<file path="src/rtl/cmdseq_pkg.sv">
package cmdseq_pkg;
  localparam int REG_AW = 7;
  localparam logic [REG_AW-1:0] OFS_WRST = 7'h00;
  localparam logic [REG_AW-1:0] OFS_EN   = 7'h04;
  localparam logic [REG_AW-1:0] OFS_SUSP = 7'h08;
  localparam logic [REG_AW-1:0] OFS_STAT = 7'h0C;
  localparam logic [REG_AW-1:0] OFS_ISTS = 7'h10;
  localparam logic [REG_AW-1:0] OFS_IEN  = 7'h14;
  localparam logic [REG_AW-1:0] OFS_PC   = 7'h20;
  localparam logic [REG_AW-1:0] OFS_END  = 7'h24;
  localparam logic [REG_AW-1:0] OFS_WAIT = 7'h30;
  localparam logic [REG_AW-1:0] OFS_PRIO = 7'h40;

  localparam int IRQ_W    = 5;
  localparam int IRQ_DONE = 0;
  localparam int IRQ_FERR = 1;
  localparam int IRQ_JERR = 4;
  localparam logic [IRQ_W-1:0] IRQ_IMPL = 5'b10011;

  localparam logic [31:0] HI_JREL = 32'h1000_0000;
  localparam logic [31:0] HI_JABS = 32'h1000_0001;
  localparam logic [7:0]  WFE_OPC = 8'h20;
  localparam int INSTR_BYTES = 8;
  localparam int ALIGN_W     = $clog2(INSTR_BYTES);

  typedef enum logic [1:0] {OP_NOP, OP_JREL, OP_JABS, OP_WFE} op_e;
endpackage

</file>
<file path="src/rtl/cmdseq_decode.sv">
module cmdseq_decode
  import cmdseq_pkg::*;
#(
  parameter int ADDR_W = 32
) (
  input  logic [63:0]       instr,
  input  logic [ADDR_W-1:0] pc,
  output op_e               op,
  output logic [ADDR_W-1:0] target,
  output logic              misaligned
);
  logic [31:0] hi;
  logic [ADDR_W-1:0] lo;

  always_comb begin
    hi = instr[63:32];
    lo = instr[ADDR_W-1:0];
    if (hi == HI_JREL)               op = OP_JREL;
    else if (hi == HI_JABS)          op = OP_JABS;
    else if (hi[31:24] == WFE_OPC)   op = OP_WFE;
    else                             op = OP_NOP;
    target     = (op == OP_JREL) ? pc + lo : lo;
    misaligned = ((op == OP_JREL) || (op == OP_JABS)) && (target[ALIGN_W-1:0] != '0);
  end
endmodule

</file>
<file path="src/rtl/cmdseq_fetch.sv">
module cmdseq_fetch #(
  parameter int ADDR_W = 32
) (
  input  logic              clk,
  input  logic              rst_n,
  input  logic              flush,
  input  logic              issue_ok,
  input  logic [ADDR_W-1:0] pc,
  input  logic              consume,
  output logic              req_valid,
  input  logic              req_ready,
  output logic [ADDR_W-1:0] req_addr,
  input  logic              rsp_valid,
  output logic              rsp_ready,
  input  logic [63:0]       rsp_data,
  input  logic              rsp_err,
  output logic              buf_valid,
  output logic [63:0]       buf_data,
  output logic              idle,
  output logic              err_pulse
);
  logic              req_q, owed_q, drop_q, buf_q;
  logic [ADDR_W-1:0] addr_q;
  logic [63:0]       data_q;
  logic              rsp_take, discard;

  assign rsp_take  = rsp_valid & owed_q;
  assign discard   = drop_q | flush;
  assign err_pulse = rsp_take & ~discard & rsp_err;

  always_ff @(posedge clk or negedge rst_n) begin
    if (!rst_n) begin
      req_q  <= 1'b0;
      owed_q <= 1'b0;
      drop_q <= 1'b0;
      buf_q  <= 1'b0;
      addr_q <= '0;
      data_q <= '0;
    end else begin
      if (req_q && req_ready) begin
        req_q  <= 1'b0;
        owed_q <= 1'b1;
      end else if (!req_q && !owed_q && !buf_q && issue_ok && !flush) begin
        req_q  <= 1'b1;
        addr_q <= pc;
      end
      if (rsp_take) begin
        owed_q <= 1'b0;
        drop_q <= 1'b0;
        if (!discard && !rsp_err) begin
          buf_q  <= 1'b1;
          data_q <= rsp_data;
        end
      end else if (flush && (owed_q || req_q)) begin
        drop_q <= 1'b1;
      end
      if (flush || consume) buf_q <= 1'b0;
    end
  end

  assign req_valid = req_q;
  assign req_addr  = addr_q;
  assign rsp_ready = owed_q;
  assign buf_valid = buf_q;
  assign buf_data  = data_q;
  assign idle      = ~req_q & ~owed_q;
endmodule

</file>
<file path="src/rtl/cmdseq_thread.sv">
module cmdseq_thread
  import cmdseq_pkg::*;
#(
  parameter int ADDR_W = 32,
  parameter int PRIO_W = 4
) (
  input  logic              clk,
  input  logic              rst_n,
  input  logic              reg_wr,
  input  logic [REG_AW-1:0] reg_addr,
  input  logic [31:0]       reg_wdata,
  output logic [31:0]       reg_rdata,
  output logic              fetch_req_valid,
  input  logic              fetch_req_ready,
  output logic [ADDR_W-1:0] fetch_req_addr,
  input  logic              fetch_rsp_valid,
  output logic              fetch_rsp_ready,
  input  logic [63:0]       fetch_rsp_data,
  input  logic              fetch_rsp_err,
  input  logic              wake_evt,
  output logic              irq,
  output logic [PRIO_W-1:0] thread_prio
);
  localparam logic [ADDR_W-1:0] STEP = ADDR_W'(INSTR_BYTES);

  logic              en_q, susp_q, wrst_q;
  logic [IRQ_W-1:0]  ists_q, ien_q, ists_n, set_v;
  logic [ADDR_W-1:0] pc_q, end_q, npc, target;
  logic [PRIO_W-1:0] prio_q;

  logic wr_wrst, wr_en, wr_susp, wr_ists, wr_ien, wr_pc, wr_end, wr_prio;
  logic run, at_end, flush, issue_ok, exec_ok, is_jump, jerr, step, done_set;
  logic buf_v, fetch_idle, ferr, misaligned, wait_tok;
  logic [63:0] buf_d;
  op_e op;

  assign wr_wrst = reg_wr && (reg_addr == OFS_WRST);
  assign wr_en   = reg_wr && (reg_addr == OFS_EN);
  assign wr_susp = reg_wr && (reg_addr == OFS_SUSP);
  assign wr_ists = reg_wr && (reg_addr == OFS_ISTS);
  assign wr_ien  = reg_wr && (reg_addr == OFS_IEN);
  assign wr_pc   = reg_wr && (reg_addr == OFS_PC);
  assign wr_end  = reg_wr && (reg_addr == OFS_END);
  assign wr_prio = reg_wr && (reg_addr == OFS_PRIO);

  assign run      = en_q & ~susp_q & ~ists_q[IRQ_FERR] & ~ists_q[IRQ_JERR];
  assign at_end   = (pc_q == end_q);
  assign flush    = wr_pc | wrst_q;
  assign issue_ok = run & ~at_end;

  cmdseq_fetch #(.ADDR_W(ADDR_W)) u_fetch (
    .clk       (clk),
    .rst_n     (rst_n),
    .flush     (flush),
    .issue_ok  (issue_ok),
    .pc        (pc_q),
    .consume   (step),
    .req_valid (fetch_req_valid),
    .req_ready (fetch_req_ready),
    .req_addr  (fetch_req_addr),
    .rsp_valid (fetch_rsp_valid),
    .rsp_ready (fetch_rsp_ready),
    .rsp_data  (fetch_rsp_data),
    .rsp_err   (fetch_rsp_err),
    .buf_valid (buf_v),
    .buf_data  (buf_d),
    .idle      (fetch_idle),
    .err_pulse (ferr)
  );

  cmdseq_decode #(.ADDR_W(ADDR_W)) u_dec (
    .instr      (buf_d),
    .pc         (pc_q),
    .op         (op),
    .target     (target),
    .misaligned (misaligned)
  );

  assign exec_ok  = buf_v & run & ~at_end & ~flush;
  assign is_jump  = (op == OP_JREL) || (op == OP_JABS);
  assign jerr     = exec_ok & is_jump & misaligned;
  assign step     = exec_ok & ~jerr & ((op != OP_WFE) | wake_evt);
  assign npc      = is_jump ? target : pc_q + STEP;
  assign done_set = step & (npc == end_q);
  assign wait_tok = en_q & buf_v & (op == OP_WFE);

  always_comb begin
    set_v           = '0;
    set_v[IRQ_DONE] = done_set;
    set_v[IRQ_FERR] = ferr;
    set_v[IRQ_JERR] = jerr;
  end

  for (genvar b = 0; b < IRQ_W; b++) begin : g_ists
    if (IRQ_IMPL[b]) begin : g_impl
      assign ists_n[b] = ~wrst_q & ((ists_q[b] & ~(wr_ists & ~reg_wdata[b])) | set_v[b]);
    end else begin : g_none
      assign ists_n[b] = 1'b0;
    end
  end

  always_ff @(posedge clk or negedge rst_n) begin
    if (!rst_n) begin
      en_q   <= 1'b0;
      susp_q <= 1'b0;
      wrst_q <= 1'b0;
      ists_q <= '0;
      ien_q  <= '0;
      pc_q   <= '0;
      end_q  <= '0;
      prio_q <= '0;
    end else begin
      wrst_q <= wr_wrst & reg_wdata[0];
      ists_q <= ists_n;
      if (wrst_q)       en_q <= 1'b0;
      else if (wr_en)   en_q <= reg_wdata[0];
      if (wrst_q)       susp_q <= 1'b0;
      else if (wr_susp) susp_q <= reg_wdata[0];
      if (wr_pc)        pc_q <= reg_wdata[ADDR_W-1:0];
      else if (step)    pc_q <= npc;
      if (wr_end)       end_q <= reg_wdata[ADDR_W-1:0];
      if (wr_ien)       ien_q <= reg_wdata[IRQ_W-1:0] & IRQ_IMPL;
      if (wr_prio)      prio_q <= reg_wdata[PRIO_W-1:0];
    end
  end

  always_comb begin
    case (reg_addr)
      OFS_WRST: reg_rdata = {31'b0, wrst_q};
      OFS_EN:   reg_rdata = {31'b0, en_q};
      OFS_SUSP: reg_rdata = {31'b0, susp_q};
      OFS_STAT: reg_rdata = {30'b0, susp_q & fetch_idle, run & ~at_end};
      OFS_ISTS: reg_rdata = 32'(ists_q);
      OFS_IEN:  reg_rdata = 32'(ien_q);
      OFS_PC:   reg_rdata = 32'(pc_q);
      OFS_END:  reg_rdata = 32'(end_q);
      OFS_WAIT: reg_rdata = {wait_tok, 31'b0};
      OFS_PRIO: reg_rdata = 32'(prio_q);
      default:  reg_rdata = 32'b0;
    endcase
  end

  assign irq         = |(ists_q & ien_q);
  assign thread_prio = prio_q;
endmodule

</file>
<file path="config.mk">
export PLATFORM = sky130hd
export DESIGN_NAME = cmdseq_thread
export DESIGN_NICKNAME = d
export VERILOG_FILES = /design/src/rtl/cmdseq_pkg.sv /design/src/rtl/cmdseq_decode.sv /design/src/rtl/cmdseq_fetch.sv /design/src/rtl/cmdseq_thread.sv
export SDC_FILE = /design/constraint.sdc
export NUM_CORES = 1
export LEC_CHECK = 0
export CELL_PAD_IN_SITES_DETAIL_PLACEMENT = 1
export CELL_PAD_IN_SITES_GLOBAL_PLACEMENT = 1
export CORE_UTILIZATION = 46
export DETAILED_ROUTE_END_ITERATION = 10
export GPL_TIMING_DRIVEN = 0
export PLACE_DENSITY = 0.88
export SYNTH_ARGS = -nofsm -noshare
export SYNTH_HDL_FRONTEND = slang
export SYNTH_SLANG_ARGS = --single-unit
</file>
<file path="constraint.sdc">
create_clock -name clk -period 8.65 [get_ports clk]
set_clock_uncertainty 0.15 [all_clocks]
set_input_delay 1.2975 -clock clk [delete_from_list [all_inputs] [get_ports clk]]
set_output_delay 1.2975 -clock clk [all_outputs]
set_load 0.02 [all_outputs]
</file>
# --- After elaboration in Yosys (flattened, before gate mapping) ---
# Cells that the tools add are included.
classes:
  n_eq_ne: 18
  muxes: 21
  reduce_logical: 39
  addsub: 2
  n_bitwise: 53
op_table:
  columns: ["operator", "n"]
  rows:
  - ["case mux 32 bit (10 select lines)", 1]
  - ["two-way mux 32 bit", 4]
  - ["== test 32 x 29 -> 1 bit (second input constant)", 2]
  - ["== test 32 bit", 2]
  - ["adder 32 bit", 1]
  - ["adder 32 x 4 -> 32 bit (second input constant)", 1]
  - ["AND 1 bit", 29]
  - ["== test 7 x 6 -> 1 bit (second input constant)", 3]
  - ["inverter 1 bit", 17]
  - ["logical AND 1 bit", 16]
  - ["nonzero test 2 bit", 8]
  - ["== test 7 x 4 -> 1 bit (second input constant)", 2]
  - ["== test 7 x 5 -> 1 bit (second input constant)", 2]
  - ["two-way mux 1 bit", 13]
  - ["== test 8 x 6 -> 1 bit (second input constant)", 1]
  - ["== test 7 x 3 -> 1 bit (second input constant)", 1]
  - ["== test 7 bit (second input constant)", 1]
  - ["logical NOT 7 bit", 1]
  - ["logical NOT 1 bit", 6]
  - ["two-way mux 2 bit", 3]
  - ["OR 1 bit", 6]
  - ["AND reduction 2 bit", 3]
  - ["AND 5 bit", 1]
  - ["OR reduction 5 bit", 1]
  - ["other kinds (5)", 8]
word_totals:
  regBits: 177
  input_bits: 110
  output_inout_bits: 71

# --- Depth between registers and ports, before layout ---
depth:
  depth_word: 15
  depth_mapped: 19
  mapped_depth_nobuf: 17

# --- Cells and area by module ---
# A second synthesis with hierarchy kept.
hier_totals:
  hier_cells: 1312
  hier_area_um2: 12405.6
modules_own_cells:
  columns: ["mod", "area_each_um2", "n_inst", "cells_per_inst"]
  rows:
  - ["cmdseq_thread", 6481.2, 1, 776]
  - ["cmdseq_fetch", 3766.1, 1, 220]
  - ["cmdseq_decode", 2158.3, 1, 316]

# --- Worst setup path before layout ---
# Ideal clock, no wire load.
synth_timing:
  kind: "input port to output port"
  start: "input port reg_addr[2]"
  end: "output port reg_rdata[1]"
  stages: 6
  path_buffers: 2
  setup_slack_ns: 4.287
  arrival_time_ns: 2.915
  cell_sequence: "or4_1 -> buf_2 -> nor3_1 -> clkbuf_1 -> a22oi_1 -> nand3_1"
synth_via:
  elab_chain_len: 2
  word_cells_on_any_way: 11
  classes_between: "9 x eq/ne; 1 x mux; 1 x reduce/logical"
synth_rtl:
  columns: ["element", "line_no", "text"]
  rows:
  - ["start: declaration", "cmdseq_thread.sv:10", "input logic [REG_AW-1:0] reg_addr,"]
  - ["== test 7 bit (tied with other cells)", "cmdseq_thread.sv:128", "case (reg_addr)"]
  - ["case mux 32 bit (10 select lines) *", "cmdseq_thread.sv:128", null]
  - ["end: declaration", "cmdseq_thread.sv:12", "output logic [31:0] reg_rdata,"]
# Every way passes the cells marked *; elsewhere a longest branch is shown, timed or not.

# --- Final worst setup path ---
layout_timing:
  start: "register u_fetch.data_q[47], in the netlist u_fetch.buf_data[47]"
  end: "register ists_q[0]"
layout_via:
  elab_chain_len: 14
  word_cells_on_any_way: 22
  classes_between: "6 x eq/ne; 4 x mux; 9 x bitwise; 3 x reduce/logical"
layout_rtl:
  columns: ["element", "line_no", "text"]
  rows:
  - ["start: declaration", "cmdseq_fetch.sv:24", "logic [63:0] data_q;"]
  - ["start signal: assignment", "cmdseq_fetch.sv:52", "data_q <= rsp_data;"]
  - ["== test 32 x 29 -> 1 bit", "cmdseq_decode.sv:19", "else if (hi == HI_JABS) op = OP_JABS;"]
  - ["two-way mux 2 bit", "cmdseq_decode.sv:19", null]
  - ["two-way mux 2 bit *", "cmdseq_decode.sv:18", "if (hi == HI_JREL) op = OP_JREL;"]
  - ["== test 2 x 1 -> 1 bit", "cmdseq_decode.sv:22, cmdseq_decode.sv:23, cmdseq_thread.sv:80", null]
  - ["two-way mux 32 bit", "cmdseq_decode.sv:22", "target = (op == OP_JREL) ? pc + lo : lo;"]
  - ["nonzero test 3 bit", "cmdseq_decode.sv:23", "misaligned = ((op == OP_JREL) || (op == OP_JABS)) && (target[ALIGN_W-1:0] != '0);"]
  - ["logical AND 1 bit", "cmdseq_decode.sv:23", null]
  - ["AND 1 bit", "cmdseq_thread.sv:81", "assign jerr = exec_ok & is_jump & misaligned;"]
  - ["inverter 1 bit", "cmdseq_thread.sv:82", "assign step = exec_ok & ~jerr & ((op != OP_WFE) | wake_evt);"]
  - ["AND 1 bit (2 in series)", "cmdseq_thread.sv:82", null]
  - ["AND 1 bit *", "cmdseq_thread.sv:84", "assign done_set = step & (npc == end_q);"]
  - ["OR 1 bit *", "cmdseq_thread.sv:96", "assign ists_n[b] = ~wrst_q & ((ists_q[b] & ~(wr_ists & ~reg_wdata[b])) | set_v[b]);"]
  - ["AND 1 bit *", "cmdseq_thread.sv:96", null]
  - ["net ists_n[0]", "cmdseq_thread.sv:27", "logic [IRQ_W-1:0] ists_q, ien_q, ists_n, set_v;"]
  - ["end signal: assignment", "cmdseq_thread.sv:114", "ists_q <= ists_n;"]
  - ["end: declaration", "cmdseq_thread.sv:27", null]
# The timed path passes the listed nets; every way through them passes the cells marked *.
# A chain may end at the register's enable or synchronous reset.

==> impl_metrics.json <==
{
  "die_y_um": 162,
  "arrival_ps": 7640,
  "irDropWorstVdd_v": 0.000148,
  "powerDensity_nw_per_um2": 306,
  "yosys_most_used_dff": "dfrtp_1",
  "crit_type": "reg2reg",
  "netlist_area_um2": 11800,
  "cts_root_buf": "clkbuf_16",
  "cts.repair.resized": 0,
  "post-route-period-util_pct": 85.3,
  "multi_input_area_um2": 6890,
  "vias_per_cell": 6.53,
  "period_minus_slack_ps": 7380,
  "post_dp_cell_area_um2": 14000,
  "die-area_um2": 26300,
  "synth-seq-area-share_pct": 37.5,
  "synth_compound_area_share_pct": 17.8,
  "yosys_warnings": 0,
  "dp_hpwl_um": 37300,
  "portBuffers": 178,
  "clock-sinks": 177,
  "die_x_um": 162,
  "synth_xor_area_share_pct": 7.76,
  "final_cells": 1767,
  "pin_count": 181,
  "outcome": "completed",
  "synth_adder_area_share_pct": 3.67,
  "cts_tree": "built",
  "max_freq_mhz": 136,
  "hold_class": "reg2reg",
  "post-cts-setup-buffers": 0,
  "postSynthCellCount": 1223,
  "grt_antenna_before_repair": 2,
  "p_leak_uw": 0.00618,
  "areaGrowthSynthToFinish_pct": 24.3,
  "setup_viol": 0,
  "grt_max_degree": 116,
  "synth-simple-area-share_pct": 15.5,
  "crit_required_ps": 8910,
  "grt_overflow_total": 0,
  "clk_pin_slew_ps": 90,
  "synthTopCellsByArea": "dfrtp_1 38%, mux2_2 13%, xnor2_1 5.7%, ha_1 3.5%, nand2_1 3.1%",
  "rr_worst_depth": 18,
  "numPlacedInstances": 1733,
  "maxSlewViolCount": 0,
  "tightest_slew_ps": 1430,
  "design_area_um2": 14700,
  "synth_edf_count": 0,
  "wire_per_inst_um": 28.3,
  "timing.max_cap.violations": 0,
  "utilization_pct": 58.3,
  "vias": 11500,
  "fp.coreArea_um2": 25200,
  "synth-seq-cells": 177,
  "cts_hold_buf": 0,
  "gp_congestion": 0.969,
  "synthArstFlopShare_pct": 100,
  "rsz0062_at_grt": "no",
  "slew_headroom_pct": 4.02,
  "worstSetupStartpointType": "flip-flop",
  "drive_above_1_share_pct": 14.4,
  "ant_nets": 0,
  "endpoint_kind": "flip-flop",
  "synth_most_common_cell": "dfrtp_1",
  "hold_viol_final": 0,
  "synthMuxAreaShare_pct": 13.6,
  "rows": 58,
  "nFillCells": 2817,
  "synth_cell_types": 81,
  "synth_top_family_by_area": "compound AO/OA/AOI/OAI gates",
  "yosysTopAreaCell": "dfrtp_1",
  "min_path_cells": 1,
  "regArea_um2": 4430,
  "yosys-top-cells-count": "177 x dfrtp_1, 136 x mux2_2, 97 x nand2_1, 81 x clkbuf_1, 77 x xnor2_1",
  "yosysTopAreaCellShare_pct": 37.5,
  "final_nets": 1566,
  "track_usage_pct": 38.5,
  "htreeDepth": 4,
  "drc_errors": 0,
  "syn_nets": 1367,
  "worstSkewPairLatency_ps": 470,
  "start_util_pct": 46.9,
  "drt-initial-drc-count": 1220,
  "cts_buffer_depth": 2,
  "routed_wl_um": 50000,
  "syn_area_per_cell_um2": 9.65,
  "power_uw": 4500,
  "crit_fanout": 10,
  "grt_pass1_vias": 12300,
  "cts_inserted_buffers": 17,
  "grt_pass1_wl_um": 75100,
  "first_pass_iters": 7
}
-- placed cells by master, fill, tap and decap left out, drive strengths merged, types with 10 or more instances in the layout --
cell type      instances
o21ai                 46
nor2                  60
clkbuf                98
inv                   35
nand3                 35
clkdlybuf4s50        177
nor3                  22
dfrtp                177
a21oi                 51
nand4                 36
mux2                 136
a21o                  15
nand2                 97
o31ai                 10
clkinv                10
and3                  20
a22oi                 27
buf                   20
a211oi                13
ha                    33
nor4                  17
a22o                  28
xor2                  25
xnor2                 77
-- final timing paths --
path,start,to,slack [ps]
worst max register to register,u_fetch.buf_data[47]$_DFFE_PN0P_,ists_q[0]$_DFF_PN0_,1270
min in group asynchronous,rst_n,u_fetch.req_addr[15]$_DFFE_PN0P_,600
worst max-delay path,u_fetch.buf_data[47]$_DFFE_PN0P_,ists_q[0]$_DFF_PN0_,1270
worst min-delay path,u_fetch.req_addr[14]$_DFFE_PN0P_,u_fetch.req_addr[14]$_DFFE_PN0P_,360
max in group asynchronous,rst_n,u_fetch.buf_data[59]$_DFFE_PN0P_,6720
worst min register to register,u_fetch.req_addr[14]$_DFFE_PN0P_,u_fetch.req_addr[14]$_DFFE_PN0P_,360
-- critical path: stages, from the launching register on --
cell and delay [ps]:
dfrtp_1 370, nor4_1 60, nand3_1 430, or3_1 190
buf_2 200, clkbuf_1 540, clkbuf_1 640, o21ai_0 250
ha_1 450, clkbuf_1 500, clkbuf_1 590, clkbuf_1 540
clkbuf_1 590, a31oi_1 250, xnor2_1 450, o2111ai_1 200
nor4_1 490, nand4b_1 260, nand2_1 130
-- cell type report --
class | instances | share of cell area [%]
Sequential cell | 177 | 30.2
Clock buffer | 17 | 2.90
Antenna cell | 2 | 0.0341
Inverter | 30 | 0.767
Buffer | 98 | 2.60
Clock inverter | 15 | 1.38
Multi-Input combinational cell | 918 | 46.9
Timing Repair Buffer | 180 | 12.4
Tap cell | 330 | 2.81
-- sequential cells by signal, indices dropped and copies added, names as in the netlist --
register           flops
u_fetch.req_valid      1
ists_q                 3
en_q                   1
wrst_q                 1
u_fetch.req_addr      32
u_fetch.rsp_ready      1
u_fetch.buf_valid      1
susp_q                 1
ien_q                  3
pc_q                  32
end_q                 32
u_fetch.drop_q         1
thread_prio            4
u_fetch.buf_data      64
-- stage by stage --
stage / hold WS [ps] / setup WS, ps / TNS, ps
finish: 358 / 1270 / 0
global route: 375 / 1220 / 0
CTS: 362 / 1610 / 0
detailed placement: 345 / 1700 / 0
global placement: 319 / -1320 / -229130
floorplan: 322 / 4290 / 0
-- kinds of logic after synthesis --
group / count (synthesis)
simple gates: 345
compound gates: 292
flops: 177
mux: 144
buf+inv: 128
xor+xnor: 103
fa+ha+maj: 34
-- power by group --
group	switching (uW)	internal [uW]
clock	437	399
combinational	1420	904
sequential	279	1060
-- metal layers --
metal	global-route usage [%]	wire, um	vias up
li1	-	-	4952
met1	48.3	19900	5804
met2	63.1	23600	624
met3	8.50	4140	157
met4	17.8	2340	2
met5	0	16	-
(Power assumes the default switching activity.)
